**src/rtl/strapseq_pkg.sv**
```systemverilog
package strapseq_pkg;

  typedef enum logic {
    PICK_48 = 1'b0,
    PICK_24 = 1'b1
  } half_sel_e;

  // Counter width needed to hold values 0 .. cycles
  function automatic int unsigned window_cnt_width(int unsigned cycles);
    return (cycles < 2) ? 1 : $clog2(cycles + 1);
  endfunction

  // True in the cycle whose rising edge closes the window
  function automatic logic window_last(int unsigned count, int unsigned cycles);
    return count == (cycles - 1);
  endfunction

  // Maps the captured 24/48 strap to a clock choice
  function automatic half_sel_e half_pick(logic strap_level);
    return strap_level ? PICK_24 : PICK_48;
  endfunction

endpackage

```
**src/rtl/strap_sync.sv**
```systemverilog
module strap_sync #(
  parameter int unsigned WIDTH  = 2,
  parameter int unsigned STAGES = 2
) (
  input  logic             clk,
  input  logic             supply_good,
  input  logic [WIDTH-1:0] pad_level,
  output logic [WIDTH-1:0] synced
);

  for (genvar g = 0; g < WIDTH; g++) begin : g_bit
    logic [STAGES-1:0] chain;
    always_ff @(posedge clk or negedge supply_good) begin
      if (!supply_good) chain <= '0;
      else              chain <= {chain[STAGES-2:0], pad_level[g]};
    end
    assign synced[g] = chain[STAGES-1];
  end

endmodule

```
**src/rtl/strap_window_timer.sv**
```systemverilog
module strap_window_timer
  import strapseq_pkg::*;
#(
  parameter int unsigned WINDOW_CYCLES = 28636
) (
  input  logic clk,
  input  logic supply_good,
  output logic window_open,
  output logic window_fire
);

  localparam int unsigned CW = window_cnt_width(WINDOW_CYCLES);

  logic [CW-1:0] cnt;
  logic          running;

  assign window_open = running;
  assign window_fire = running && window_last(32'(cnt), WINDOW_CYCLES);

  always_ff @(posedge clk or negedge supply_good) begin
    if (!supply_good) begin
      cnt     <= '0;
      running <= 1'b1;
    end else if (running) begin
      if (window_fire) running <= 1'b0;
      else             cnt     <= cnt + 1'b1;
    end
  end

  // the closing edge ends the window for good
  p_fire_closes_r2: assert property (@(posedge clk) disable iff (!supply_good)
    window_fire |=> !window_open);

  // no second closing pulse in one power-up
  p_fire_single_r7: assert property (@(posedge clk) disable iff (!supply_good)
    !window_open |=> !window_fire);

endmodule

```
**src/rtl/strap_latch_bank.sv**
```systemverilog
module strap_latch_bank #(
  parameter int unsigned WIDTH = 2
) (
  input  logic             clk,
  input  logic             supply_good,
  input  logic             capture,
  input  logic [WIDTH-1:0] d,
  output logic [WIDTH-1:0] q
);

  for (genvar g = 0; g < WIDTH; g++) begin : g_cell
    always_ff @(posedge clk or negedge supply_good) begin
      if (!supply_good) q[g] <= 1'b0;
      else if (capture) q[g] <= d[g];
    end
  end

endmodule

```
**src/rtl/strap_sampler.sv**
```systemverilog
module strap_sampler
  import strapseq_pkg::*;
#(
  parameter int unsigned WINDOW_CYCLES = 28636,
  parameter int unsigned SYNC_STAGES   = 2
) (
  input  logic       clk,
  input  logic       supply_good,
  input  logic [1:0] pad_level,
  input  logic       clk_24,
  input  logic       clk_48,
  input  logic       clk_ref,
  output logic [1:0] pad_oe,
  output logic [1:0] pad_drive,
  output logic [1:0] strap_bits,
  output logic       sel_24,
  output logic       done
);

  localparam int unsigned NSTRAP = 2;
  localparam int unsigned IDX_HALF = 1;

  logic              window_open;
  logic              window_fire;
  logic [NSTRAP-1:0] synced;
  logic              done_q;
  half_sel_e         half_sel;

  strap_window_timer #(.WINDOW_CYCLES(WINDOW_CYCLES)) timer_i (
    .clk         (clk),
    .supply_good (supply_good),
    .window_open (window_open),
    .window_fire (window_fire)
  );

  strap_sync #(.WIDTH(NSTRAP), .STAGES(SYNC_STAGES)) sync_i (
    .clk         (clk),
    .supply_good (supply_good),
    .pad_level   (pad_level),
    .synced      (synced)
  );

  strap_latch_bank #(.WIDTH(NSTRAP)) latch_i (
    .clk         (clk),
    .supply_good (supply_good),
    .capture     (window_fire),
    .d           (synced),
    .q           (strap_bits)
  );

  always_ff @(posedge clk or negedge supply_good) begin
    if (!supply_good)     done_q <= 1'b0;
    else if (window_fire) done_q <= 1'b1;
  end

  assign done     = done_q;
  assign pad_oe   = {NSTRAP{done_q}};
  assign half_sel = half_pick(strap_bits[IDX_HALF]);
  assign sel_24   = (half_sel == PICK_24);

  assign pad_drive[0] = done_q & ((half_sel == PICK_24) ? clk_24 : clk_48);
  assign pad_drive[1] = done_q & clk_ref;

  // buffers stay three-stated while the timer is running
  p_quiet_window_r2: assert property (@(posedge clk) disable iff (!supply_good)
    window_open |-> (pad_oe == 2'b00));

  // done rises only on the timer's closing edge
  p_done_edge_r7: assert property (@(posedge clk) disable iff (!supply_good)
    $rose(done) |-> $past(window_fire));

  // done stays high
  p_done_sticky_r7: assert property (@(posedge clk) disable iff (!supply_good)
    done |=> done);

  // captured straps frozen after the window
  p_strap_hold_r4: assert property (@(posedge clk) disable iff (!supply_good)
    done |=> $stable(strap_bits));

endmodule

```
**config.mk**
```make
export PLATFORM = sky130hd
export DESIGN_NAME = strap_sampler
export DESIGN_NICKNAME = d
export VERILOG_FILES = /design/src/rtl/strapseq_pkg.sv /design/src/rtl/strap_sync.sv /design/src/rtl/strap_window_timer.sv /design/src/rtl/strap_latch_bank.sv /design/src/rtl/strap_sampler.sv
export SDC_FILE = /design/constraint.sdc
export NUM_CORES = 1
export LEC_CHECK = 0
export BUFFER_PORTS_ARGS = -buffer_cell sky130_fd_sc_hd__clkbuf_2
export CORE_MARGIN = 3
export CORE_UTILIZATION = 40
export CTS_BUF_LIST = sky130_fd_sc_hd__clkbuf_16
export DETAILED_ROUTE_END_ITERATION = 10
export PLACE_DENSITY_LB_ADDON = 0.12
export SETUP_SLACK_MARGIN = 0.1
export SYNTH_ARGS = -nofsm -noshare
export SYNTH_HDL_FRONTEND = slang
export SYNTH_HIERARCHICAL = 1
export SYNTH_SLANG_ARGS = --single-unit
```
**constraint.sdc**
```tcl
create_clock -name clk -period 2.13 [get_ports clk]
set_clock_uncertainty 0.15 [all_clocks]
set_input_delay 0 -clock clk [delete_from_list [all_inputs] [get_ports clk]]
set_output_delay 0 -clock clk [all_outputs]
set_load 0.02 [all_outputs]
```
# After elaboration in Yosys (flattened, before gate mapping)
# Index checks and enable logic that the tools add are counted.
# word_totals
regBits,23
input_bits,7
output_inout_bits,8
wordCells,18
# op_classes
addsub,1
eq_ne,1
muxes,4
bitwise,3
n_reduce_logical,2
# op_table
op,count
"15-bit by 1-bit adder with 15-bit output, second input constant",1
"15-bit == test, second input constant",1
1-bit two-way mux,4
1-bit AND,2
2-bit AND reduction,1
1-bit logical AND,1
1-bit NOT,1

# Logic depth before layout (Yosys ltp)
# logic_depth
ltp_word,4
ltp_mapped,5
ltp_nobuf,5

# Modules after synthesis
# Netlist, hierarchy kept.
# modules_own_cells
mod,instances,cells_per_inst,area_per_inst_um2,seq_area_each_um2
strap_window_timer,1,64,769.5,401.6
strap_sync,1,6,115.1,100.1
strap_sampler,1,8,76.3,25.0
strap_latch_bank,1,4,72.6,50.0

# Worst setup path after synthesis
# No wires, ideal clock.
# synth_path
path_type,register -> register
start,reg timer_i.cnt[0]
end,reg latch_i.q[0]
setup_ns,0.125
arrival_ns,1.417
required_ns,1.855
path_slack_ns,0.439
path_stages_with_launch,6
path_buffers,0
period_less_slack_ns,1.691
path_cell_list,dfrtp_1 ha_1 and4bb_4 nand4_1 nor2b_1 mux2_2
# synth_between
elab_chain_len,2
# synth_rtl
element,line,source
start: declaration,strap_window_timer.sv:14,logic [CW-1:0] cnt;
start signal: assignment,strap_window_timer.sv:26,else cnt <= cnt + 1'b1;
15-bit == test,strapseq_pkg.sv:15,return count == (cycles - 1);
1-bit logical AND,strap_window_timer.sv:18,"assign window_fire = running && window_last(32'(cnt), WINDOW_CYCLES);"
via window_fire,strap_sampler.sv:24,logic window_fire;
end signal: indexed assignment,strap_latch_bank.sv:14,else if (capture) q[g] <= d[g];
end: declaration,strap_latch_bank.sv:8,output logic [WIDTH-1:0] q
# The timed path passes the listed nets, and every way through them passes these cells.
# A chain may end at the register's enable or synchronous reset.

# Final worst setup path
# layout_path
start,reg timer_i.cnt[0]
end,reg latch_i.q[1]
# Same word-level chain as after synthesis.

==> impl_metrics.tcl <==
set metrics [dict create \
    power.density_nw_per_um2 709 \
    post-route-min-period_ns 1.84 \
    portBuffers 14 \
    yosys_warnings 6 \
    fill_cells 220 \
    ioPinCount 15 \
    grt-ovfl-total 0 \
    grtUsageMet2_pct 18.0 \
    synth-main-ff-cell "dfrtp_1" \
    synth_area_leaders "dfrtp_1, xnor2_1, buf_4" \
    postPlaceCellArea_um2 1100 \
    die_y_um 56.8 \
    grt_busiest_layer "met2" \
    antenna_found_initial 0 \
    syn-num-nets 90 \
    globalRouteMet1Util_pct 15.3 \
    cp_data_arrival_time_ns 1.83 \
    maxCapViolations 0 \
    grt_pass1_wl_um 2890 \
    syn_area_per_cell_um2 12.6 \
    synth-edff-count 0 \
    path_buf_inv 0 \
    grt_pass1_vias 619 \
    grt_usage_pct 11.5 \
    synth_seq_cells 23 \
    area_growth_syn_to_layout_pct 16.6 \
    via_per_inst 5.03 \
    cts_buffers 3 \
    design.die.area_um2 3230 \
    clk_latency_ns 0.25 \
    reg2reg_to "latch_i/q[1]" \
    end_kind "flip-flop" \
    crit_fanout 4 \
    drc 0 \
    start_util_pct 44.2 \
    drive_gt1_share_pct 28.9 \
    wl_per_cell_um 12.9 \
    met3_usage_pct 3.91 \
    ant_nets 0 \
    r2r_slack_ns 0.29 \
    dr.pass1.iters 4 \
    synth_common_cells "dfrtp_1, xnor2_1, nand2_1" \
    status "completed" \
    rsz0062_at_grt "no" \
    max_freq_ghz 0.542 \
    htreeDepth 1 \
    wl_um 1610 \
    peakVddDrop_uv 513 \
    gp_congestion 0.707 \
    drv_slew 0 \
    place.detailed.hpwl_um 1160 \
    cpPeakStageDelay_ns 0.41 \
    leakagePower_nw 0.575 \
    finalHoldViolCount 0 \
    r2r_start "timer_i/cnt[0]" \
    reg2regPathDepth 5 \
    vias 629 \
    crit_type "reg -> reg" \
    cts-root-buf "clkbuf_16" \
    netlist_area_um2 1030 \
    worstMarginPinSlew_ns 0.563 \
    yosys.area.top_type "dfrtp_1" \
    startpoint_type "flip-flop" \
    place_inst 118 \
    clock_tree.buffer_depth 2 \
    grt_max_degree 24 \
    cts_tree "yes" \
    stdcell_count 125 \
    max_slew_margin_pct 62.5 \
    synthArstFlopShare_pct 100 \
    first_iter_violations 14 \
    diodes 0 \
    die_w_um 56.8 \
    crit_slowest_cell "dfrtp_1" \
    seq_area_frac_synth_pct 55.8 \
    synth_top_area_share_pct 53.3 \
    yosysUniqueCellTypes 26 \
    clkTransAtPathRegs_ns 0.06 \
    tns_ns 0 \
    coreArea_um2 2340 \
    finalSetupViolCount 0 \
    crit_family "simple AND/OR/NAND/NOR gates" \
    worstHoldPathType "in -> async" \
    worstPathCellList "ha_1 -> and4bb_4 -> nand4_1 -> nor2b_1 -> mux2_2" \
    num_rows 17 \
    post-synth-top-count-cell "dfrtp_1" \
    finalCritPeriodShare_pct 86.6 \
    p_total_mw 0.854 \
    netlist_instances 82 \
    required_ns 2.11 \
    layout.nets 106 \
    final_area_um2 1200 \
    cts_sinks 23 \
]
-- sequential cells by signal, summed over array words and instances (netlist names) --
name,cells
done,1
latch_i/q,2
sync_i/g_bit.chain,4
timer_i/cnt,15
timer_i/window_open,1
-- cell type report --
type                            count  area [um2]  area share [%]
Multi-Input combinational cell     51         407            33.7
Timing Repair Buffer               17         100            8.31
Clock buffer                        3        75.1            6.23
Clock inverter                      1        3.75           0.312
Inverter                            2        7.51           0.623
Tap cell                           28        35.0            2.91
Sequential cell                    23         577            47.9
-- stage by stage --
| stage | hold WS (ns) | worst slack (ns) | util (%) |
|---|---|---|---|
| final | 0.123 | 0.286 | 51.5 |
| after CTS | 0.145 | 0.277 | 51.5 |
| after global placement | -0.136 | 0.376 | 46.8 |
| after detailed placement | -0.127 | 0.293 | 46.8 |
| after global routing | 0.162 | 0.182 | 51.5 |
| after floorplan | -0.446 | 0.439 | - |
-- worst max path at each step --
stage | cells after the start | to | startpoint
4_1_cts | 5 | latch_i/q[1] | timer_i/cnt[0]
5_1_grt | 5 | latch_i/q[1] | timer_i/cnt[0]
6_report | 5 | latch_i/q[1] | timer_i/cnt[0]
2_1_floorplan | 5 | latch_i/q[0] | timer_i/cnt[0]
3_3_place_gp | 5 | latch_i/q[1] | timer_i/cnt[0]
3_5_place_dp | 5 | latch_i/q[1] | timer_i/cnt[0]
-- placed cells by master (no fill, tap or decap), types with 2 or more instances in the layout --
cell,synthesis,layout
clkbuf_16,0,3
xnor2_1,11,11
nand2_1,6,6
and2_1,3,3
inv_1,2,3
nor2_1,3,3
xor2_1,3,3
mux2_2,2,2
dfrtp_1,22,22
nand3_1,4,4
nand4_1,4,4
clkbuf_2,0,14
dlygate4sd3_1,0,3
nor2b_1,2,2
and3_1,2,2
-- where the power goes --
group          switching, mW  leakage [nW]  internal, mW  total, mW
Sequential          0.000807         0.309         0.441      0.442
Clock                  0.144        0.0423         0.250      0.394
Combinational        0.00996         0.224       0.00773     0.0177
-- cells by family (layout without fill, tap and decap cells) --
family,count (synthesis),after routing,share of synthesized area [%]
AND/OR/NAND/NOR,31,31,19.0
flip-flops,23,23,55.8
XOR/XNOR,14,14,11.9
buffers and inverters,8,23,4.84
multiplexers,4,4,4.60
adder cells (fa/ha/maj),1,1,1.21
AO/OA/AOI/OAI,1,1,2.66
-- timing repair --
action	4_1_cts	5_1_grt
hold endpoints to repair	25	0
resized for setup	0	0
setup buffers	0	0
hold buffers	3	0
setup endpoints to repair	0	0
-- worst register-to-register path: stages, from the launching register on --
cell      delay, ns
dfrtp_1        0.41
ha_1           0.22
and4bb_4       0.26
nand4_1        0.10
nor2b_1        0.22
mux2_2         0.37
-- layer usage --
layer	wire length [um]	part of all wire, %
met4	11	0.68
met5	0	0
met2	712	44
met3	84	5.2
met1	800	50
Note: power is estimated with default switching activity, not from simulation.
